<file path="config.mk">
export PLATFORM = sky130hd
export DESIGN_NAME = wdt_core
export DESIGN_NICKNAME = d
export VERILOG_FILES = /design/src/rtl/wdt_pkg.sv /design/src/rtl/wdt_rst_sync.sv /design/src/rtl/wdt_por.sv /design/src/rtl/wdt_chain.sv /design/src/rtl/wdt_pulse.sv /design/src/rtl/wdt_core.sv
export SDC_FILE = /design/constraint.sdc
export NUM_CORES = 1
export LEC_CHECK = 0
export ABC_AREA = 0
export BUFFER_PORTS_ARGS = -buffer_cell sky130_fd_sc_hd__buf_2
export CORE_MARGIN = 2
export CORE_UTILIZATION = 50
export DETAILED_ROUTE_END_ITERATION = 10
export PLACE_DENSITY = 0.72
export SYNTH_ARGS = -nofsm -noshare
export SYNTH_HDL_FRONTEND = slang
export SYNTH_HIERARCHICAL = 1
export SYNTH_SLANG_ARGS = --single-unit
</file>
<file path="constraint.sdc">
create_clock -name clk -period 2.6 [get_ports clk]
set_input_delay 0.78 -clock clk [delete_from_list [all_inputs] [get_ports clk]]
set_output_delay 0.78 -clock clk [all_outputs]
set_load 0.05 [all_outputs]
</file>
<file path="src/rtl/wdt_pkg.sv">
package wdt_pkg;

  typedef enum logic {
    RATE_LONG  = 1'b0,
    RATE_SHORT = 1'b1
  } wdt_rate_e;

  // Bits needed to hold the value n
  function automatic int unsigned cnt_w(input int unsigned n);
    return $clog2(n + 1);
  endfunction

endpackage

</file>
<file path="src/rtl/wdt_rst_sync.sv">
module wdt_rst_sync #(
  parameter int unsigned STAGES = 2
) (
  input  logic clk,
  input  logic arst_n,
  output logic srst_n
);

  generate
    if (STAGES == 1) begin : g_one
      logic sync_q;
      always_ff @(posedge clk or negedge arst_n) begin
        if (!arst_n) sync_q <= 1'b0;
        else         sync_q <= 1'b1;
      end
      assign srst_n = sync_q;
    end else begin : g_many
      logic [STAGES-1:0] sync_q;
      always_ff @(posedge clk or negedge arst_n) begin
        if (!arst_n) sync_q <= '0;
        else         sync_q <= {sync_q[STAGES-2:0], 1'b1};
      end
      assign srst_n = sync_q[STAGES-1];
    end
  endgenerate

endmodule

</file>
<file path="src/rtl/wdt_por.sv">
module wdt_por #(
  parameter int unsigned POR_CYCLES = 4096
) (
  input  logic clk,
  input  logic srst_n,
  output logic por_active
);

  localparam int unsigned PW = wdt_pkg::cnt_w(POR_CYCLES);
  localparam logic [PW-1:0] POR_END = PW'(POR_CYCLES);

  logic [PW-1:0] cnt_q, cnt_d;
  logic          cnt_en;

  always_comb begin
    por_active = (cnt_q != POR_END);
    cnt_en     = por_active;
    cnt_d      = cnt_q + PW'(1);
  end

  always_ff @(posedge clk or negedge srst_n) begin
    if (!srst_n)     cnt_q <= '0;
    else if (cnt_en) cnt_q <= cnt_d;
  end

endmodule

</file>
<file path="src/rtl/wdt_chain.sv">
module wdt_chain
  import wdt_pkg::*;
#(
  parameter int unsigned PRE_W = 12,
  parameter int unsigned WD_W  = 6,
  parameter int unsigned LOW_W = 4
) (
  input  logic      clk,
  input  logic      srst_n,
  input  logic      hold,
  input  logic      svc,
  input  logic      stop,
  input  wdt_rate_e rate,
  input  logic      dis,
  output logic      fire
);

  localparam int unsigned CH_W    = PRE_W + WD_W;
  localparam int unsigned SHORT_K = PRE_W + 1;

  logic [CH_W-1:0] cnt_q, cnt_d;
  logic            low_zero, long_hit, short_hit, tap_hit;

  // Terminal count: every bit from LOW_W up to the tap is one, low bits zero
  always_comb begin
    low_zero  = (cnt_q[LOW_W-1:0] == '0);
    long_hit  = (&cnt_q[CH_W-1:LOW_W]) && low_zero;
    short_hit = (&cnt_q[SHORT_K-1:LOW_W]) && low_zero;
    tap_hit   = (rate == RATE_SHORT) ? short_hit : long_hit;
    fire      = tap_hit && !dis && !hold;
  end

  always_comb begin
    if (hold || fire) begin
      cnt_d = '0;
    end else begin
      cnt_d = cnt_q + CH_W'(1);
      if (svc) begin
        cnt_d              = '0;
        cnt_d[LOW_W-1:0]   = cnt_q[LOW_W-1:0] + LOW_W'(1);
      end
      if (stop) begin
        cnt_d[PRE_W-1:0] = '0;
      end
    end
  end

  always_ff @(posedge clk or negedge srst_n) begin
    if (!srst_n) cnt_q <= '0;
    else         cnt_q <= cnt_d;
  end

endmodule

</file>
<file path="src/rtl/wdt_pulse.sv">
module wdt_pulse #(
  parameter int unsigned PULSE_LEN = 32
) (
  input  logic clk,
  input  logic srst_n,
  input  logic fire,
  input  logic cause_clr,
  output logic wd_rst,
  output logic cause_flag
);

  localparam int unsigned PLW = wdt_pkg::cnt_w(PULSE_LEN);
  localparam logic [PLW-1:0] PLEN = PLW'(PULSE_LEN);

  logic [PLW-1:0] pls_q, pls_d;
  logic           pls_en;
  logic           cause_q, cause_d, cause_en;

  always_comb begin
    wd_rst   = (pls_q != '0);
    pls_en   = fire || wd_rst;
    pls_d    = fire ? PLEN : (pls_q - PLW'(1));
    cause_en = fire || cause_clr;
    cause_d  = fire;
  end

  always_ff @(posedge clk or negedge srst_n) begin
    if (!srst_n)     pls_q <= '0;
    else if (pls_en) pls_q <= pls_d;
  end

  always_ff @(posedge clk or negedge srst_n) begin
    if (!srst_n)       cause_q <= 1'b0;
    else if (cause_en) cause_q <= cause_d;
  end

  assign cause_flag = cause_q;

endmodule

</file>
<file path="src/rtl/wdt_core.sv">
module wdt_core
  import wdt_pkg::*;
#(
  parameter int unsigned PRE_W       = 12,
  parameter int unsigned WD_W        = 6,
  parameter int unsigned LOW_W       = 4,
  parameter int unsigned PULSE_LEN   = 32,
  parameter int unsigned POR_CYCLES  = 4096,
  parameter int unsigned SYNC_STAGES = 2,
  parameter int unsigned ADDR_W      = 16,
  parameter logic [ADDR_W-1:0] SVC_ADDR = '1,
  parameter logic [7:0]        VEC_LO   = 8'h00
) (
  input  logic              clk,
  input  logic              rst_n,
  input  logic              int_rst,
  input  logic              stop_req,
  input  logic [ADDR_W-1:0] bus_addr,
  input  logic              bus_wr,
  output logic [7:0]        bus_rd_data,
  input  logic              rate_short,
  input  logic              wd_disable,
  input  logic              pin_en,
  input  logic              cause_clr,
  output logic              rst_pin_n,
  output logic              wd_rst,
  output logic              cause_flag,
  output logic              por_active
);

  logic srst_n;
  logic addr_hit, svc_hit, hold, fire;

  wdt_rst_sync #(.STAGES(SYNC_STAGES)) u_sync (
    .clk    (clk),
    .arst_n (rst_n),
    .srst_n (srst_n)
  );

  wdt_por #(.POR_CYCLES(POR_CYCLES)) u_por (
    .clk        (clk),
    .srst_n     (srst_n),
    .por_active (por_active)
  );

  always_comb begin
    addr_hit    = (bus_addr == SVC_ADDR);
    svc_hit     = bus_wr && addr_hit;
    bus_rd_data = addr_hit ? VEC_LO : 8'h00;
    hold        = por_active || int_rst || wd_rst;
    rst_pin_n   = ~(wd_rst & pin_en);
  end

  wdt_chain #(.PRE_W(PRE_W), .WD_W(WD_W), .LOW_W(LOW_W)) u_chain (
    .clk    (clk),
    .srst_n (srst_n),
    .hold   (hold),
    .svc    (svc_hit),
    .stop   (stop_req),
    .rate   (wdt_rate_e'(rate_short)),
    .dis    (wd_disable),
    .fire   (fire)
  );

  wdt_pulse #(.PULSE_LEN(PULSE_LEN)) u_pulse (
    .clk        (clk),
    .srst_n     (srst_n),
    .fire       (fire),
    .cause_clr  (cause_clr),
    .wd_rst     (wd_rst),
    .cause_flag (cause_flag)
  );

endmodule

</file>
## Yosys cells after proc, flatten, opt, wreduce, memory -nomap -nowiden

Cells that the tools add are included.

| word-level totals | value |
|---|---|
| bits in read-only memories | 0 |
| logic and storage cells | 34 |
| memories | 0 |
| register bits | 40 |
| bits in writable memories | 0 |
| bits in latches | 0 |

| operators by class | value |
|---|---|
| add/subtract/negate cells | 4 |
| equality and inequality tests | 2 |
| bitwise logic cells | 2 |
| shifts and indexed selects | 0 |
| reduce and logical (&&, ||, !) cells | 16 |
| mux-type cells | 5 |
| magnitude comparators | 0 |
| div/mod/pow operators | 0 |
| multiply operators | 0 |

Operators with widths:

| cell | number |
|---|---|
| 18-bit 2-to-1 mux | 2 |
| 18-bit by 1-bit adder with 18-bit output (second input constant) | 1 |
| 16-bit == test (second input constant) | 1 |
| 14-bit AND reduction | 1 |
| 13-bit by 1-bit adder with 13-bit output (second input constant) | 1 |
| 13-bit != test (second input constant) | 1 |
| 12-bit 2-to-1 mux | 1 |
| 9-bit AND reduction | 1 |
| 6-bit 2-to-1 mux | 1 |
| 6-bit nonzero test | 1 |
| 6-bit by 1-bit subtractor with 6-bit output (second input constant) | 1 |
| 1-bit logical AND | 5 |
| 1-bit logical OR | 5 |
| 4-bit by 1-bit adder with 4-bit output (second input constant) | 1 |
| 4-bit logical NOT | 1 |
| 1-bit logical NOT | 2 |
| 1-bit bitwise AND | 1 |
| 1-bit 2-to-1 mux | 1 |
| 1-bit NOT | 1 |

## Longest topological paths before layout

| logic depth | value |
|---|---|
| word-level depth | 7 |
| gate-level depth with buffers | 10 |
| gate-level depth less buffers | 9 |

## Hierarchy

Netlist, hierarchy kept.

Modules (own cells, without submodules):

| module | area each (µm²) | times used | cells each | sequential area each (µm²) |
|---|---|---|---|---|
| wdt_chain | 975.9 | 1 | 100 | 450.4 |
| wdt_por | 598.1 | 1 | 51 | 325.3 |
| wdt_pulse | 384.1 | 1 | 36 | 175.2 |
| wdt_core | 117.6 | 1 | 17 | 0.0 |
| wdt_rst_sync | 53.8 | 1 | 3 | 50.0 |

## Least setup slack after synthesis

OpenSTA, ideal clock, no wires.

| timing path | value |
|---|---|
| path kind | reg2reg |
| from | reg u_por.cnt_q[0] |
| to | reg u_pulse.pls_q[0] |
| stages on the path, launching flop included | 10 |
| slack | -268 ps |
| clock period less this slack | 2868 ps |
| buffers on the path | 1 |
| data arrival time | 2743 ps |
| cells stage by stage | dfrtp_1 -> inv_1 -> ha_1 -> nor4bb_1 -> nand3_1 -> or3_1 -> nor4_1 -> buf_6 -> nor2_1 -> mux2_2 |

| between the ends | value |
|---|---|
| cells in the longest elaborated chain, start to end | 6 |
| elaborated cells between the ends (all ways) | 7 |
| classes of those cells | eq/ne (1); mux (1); reduce/logical (5) |

Ends and longest elaborated chain:

| what | line | text |
|---|---|---|
| start, declared | wdt_por.sv:12 | `logic [PW-1:0] cnt_q, cnt_d;` |
| start signal, assigned | wdt_por.sv:23 | `else if (cnt_en) cnt_q <= cnt_d;` |
| 13-bit != test (*) | wdt_por.sv:16 | `por_active = (cnt_q != POR_END);` |
| via por_active | wdt_core.sv:28 | `output logic por_active` |
| 1-bit logical OR (*) (2 in a row) | wdt_core.sv:50 | `hold = por_active \|\| int_rst \|\| wd_rst;` |
| via hold | wdt_core.sv:32 | `logic addr_hit, svc_hit, hold, fire;` |
| 1-bit logical NOT (*) | wdt_chain.sv:30 | `fire = tap_hit && !dis && !hold;` |
| 1-bit logical AND (*) | wdt_chain.sv:30 |  |
| via fire | wdt_core.sv:32 |  |
| 6-bit 2-to-1 mux or 1-bit logical OR (tied branches) | wdt_pulse.sv:22, wdt_pulse.sv:21 |  |
| end signal, assigned | wdt_pulse.sv:29 | `else if (pls_en) pls_q <= pls_d;` |
| end, declared | wdt_pulse.sv:15 | `logic [PLW-1:0] pls_q, pls_d;` |

The timed path passes the listed nets; every way through them passes the cells marked *.
A chain may end at the register's enable or synchronous reset.

## Worst setup path after layout

| timing path | value |
|---|---|
| from | reg u_por.cnt_q[1] |
| to | out por_active |

| between the ends | value |
|---|---|
| cells in the longest elaborated chain, start to end | 1 |

Ends and longest elaborated chain:

| what | line |
|---|---|
| 13-bit != test | wdt_por.sv:16 |
| end, declared | wdt_core.sv:28 |

Every way passes these cells.

==> metrics <==
run status finished clean; DP Wirelength 2.87 mm; Worst Path Arrival ~1.8 ns; Mapped Cells 207; max_cap viols 0; I/O Buffers 28; # diodes 0; Final Hold Fails 0; number of synthesized flops with an enable pin 0; Most Crowded Layer GR met2; worst hold margin around 0.22 ns; Slowest cell on crit path dfrtp_2; Max H-tree Level 2; crit-path max FO 5; maximum clock insertion buffer count 2; largest net degree at the start of global routing 27; placer congestion estimate roughly 0.85; starting density of the core 0.525; Net Sw Power 0.253 mW; P_leak 1.08 nW; Post-Route Skew between 0.009 and 0.01 ns; Fmax a little under 400 MHz; Root Driver clkbuf_8; Hold Path Class flop to asynchronous set/reset pin; met3 GRT Util 0.0465; required time worst endpoint approximately 1.8 ns; Startpoint Class flop; DRC errors left 0; Syn Area/Cell between 10 and 15 um^2; Fillers 321; clock group share of total power 0.380; synth unique cells 46; final WL 4.07 mm; worst path cell trace inv_1, ha_1, nor4bb_2, nand3_2, buf_4, buf_2; grt met2 use 0.294; Max Slew Vio Count 0; nets@finish 285; final worst path period share 0.980; peak supply drop between 0.3 and 0.4 mV; Iter 0 DRT Violations 74; clock period minus worst slack roughly 2.5 ns; latest clock arrival within the worst-skew pair slightly below 0.3 ns; share of post-route cells with drive strength above 1 0.275; Combinational Power Share 0.054; top cells by count, synth dfrtp_1 (40), xnor2_1 (20), nor2_1 (16); Synth top area share 0.470; core box area 4060 um^2; routed vias 1,631; Seq cells post-synth 40; ys flop type dfrtp_1; dpl ws -0.0701 ns; DR vias/cell 5.35; CTS sink count 40; Die Ht 69.3 um; most common cell in the netlist dfrtp_1; Antenna Violating Nets Remaining 0; initial antenna violation count 0; setup violators final 0; overflow left after global routing 0; vias in the first global route around 1,700; Sw Ratio 0.228; site row count 23; synth top area cells dfrtp_1 (47%), xnor2_1 (8.2%), ha_1 (3.5%); Power Density about 440 nW/um^2; Die W 69.3 um; number of synthesis warnings 6; Crit Path Class flop to primary output; wire length per cell 13.3 um; FFs w/ async S/R, synth 1.00; Layout area overhead 19.3%; drt first pass iters 4; Die Footprint between 4000 and 5000 um^2; Num CTS Buffers 5; # IOs 37; Worst-Margin Slew approximately 0.6 ns; CTS tree done; first-pass GRT wire length 7.02 mm; post-synthesis sequential area ratio 0.470; clock-pin transition on the worst setup and hold timing paths 0.07 ns; final worst slack approximately 0.051 ns; Syn Std Cell Area 2130 um^2; register share of total power 0.566; met1 Usage GRT 0.228; Internal Power 0.855 mW; Max stage delay on crit path 0.44 ns; CP Capture Type primary output; slew margin rel. 0.587; Yosys top cell by area dfrtp_1; GRT Overall Usage 0.182; Post-CTS Hold Buffers 0
sequential cells by signal, summed over array words and instances (netlist names):
register,count
u_chain/cnt_q,18
u_por/cnt_q,13
u_pulse/cause_flag,1
u_pulse/pls_q,6
u_sync/g_many.sync_q,2
area by class of cell:
class / count / area, um^2 / area share
timing repair buffer: 42 / 255 / 0.100
sequential: 40 / 1000 / 0.395
clock buffer: 8 / 90.1 / 0.0355
inverter: 12 / 45.0 / 0.0177
tap: 50 / 62.6 / 0.0246
multi-input combinational: 153 / 1080 / 0.427
power by group through the flow:
stage / logic, mW / registers [mW] / clock network, mW
after global routing: 0.0661 / 0.628 / 0.466
final: 0.0600 / 0.627 / 0.421
after CTS: 0.0600 / 0.627 / 0.433
after floorplan: 0.0407 / 0.644 / 0
after global placement: 0.0590 / 0.640 / 0
after detailed placement: 0.0597 / 0.640 / 0
worst paths after layout:
kind | startpoint | endpoint | slack [ns] | depth (start not counted)
worst max-delay path | u_por/cnt_q[1] | por_active | 0.05 | 6
worst min-delay path | u_sync/g_many.sync_q[1] | u_pulse/cause_flag | 0.22 | 0
worst max register to register | u_pulse/pls_q[0] | u_pulse/pls_q[0] | 0.16 | 9
worst min register to register | u_sync/g_many.sync_q[1] | u_pulse/cause_flag | 0.22 | 0
max in group asynchronous | u_sync/g_many.sync_q[1] | u_chain/cnt_q[16] | 1.65 | 1
min in group clk | u_sync/g_many.sync_q[0] | u_sync/g_many.sync_q[1] | 0.36 | 0
worst max-delay path, delay by kind of cell, from the launching register on:
family	cells	cell delay, ns
fa+ha+maj	1	0.13
buf+inv	3	0.48
flops	1	0.44
simple gates	2	0.44
per-stage QoR:
step	area (um^2)	cells	total power, mW	TNS, ns	util
final	2540	305	1.11	0	0.626
after global routing	2540	305	1.16	-0.00868	0.626
after CTS	2470	300	1.12	0	0.609
after detailed placement	2330	287	0.699	-0.0701	0.575
after global placement	2330	287	0.699	0	0.575
after floorplan	2170	214	0.685	0	-
what timing repair did:
action / CTS / global route
gates cloned: 0 / 0
gates resized for setup: 6 / 5
pin swaps: 1 / 1
buffers inserted: 5 / 5
endpoints found under the setup margin: 3 / 10
cell families (layout without fill, tap and decap cells):
kind of cell | Yosys count | after routing | share of synthesized area
multiplexers | 2 | 2 | 0.00999
flip-flops | 40 | 40 | 0.470
buffers and inverters | 21 | 62 | 0.0546
AND/OR/NAND/NOR | 93 | 93 | 0.261
other | 2 | 9 | 0.00353
XOR/XNOR | 25 | 25 | 0.103
adder cells (fa/ha/maj) | 6 | 6 | 0.0353
AO/OA/AOI/OAI | 18 | 18 | 0.0629
placed cells by master, fill, tap and decap left out, types with 6 or more instances in the layout:
cell,count
buf_2,27
nor3_1,6
nor4_1,11
nand3_1,12
nor2_1,16
nand2_1,10
nand4_1,8
inv_1,9
buf_4,14
dfrtp_1,39
clkbuf_8,6
xnor2_1,20
conb_1,9
metal layers:
layer	up-vias	part of all wire
li1	811	-
met1	780	0.45
met2	33	0.49
met3	7	0.041
met4	0	0.017
met5	-	0
Note: power is estimated with default switching activity, not from simulation.
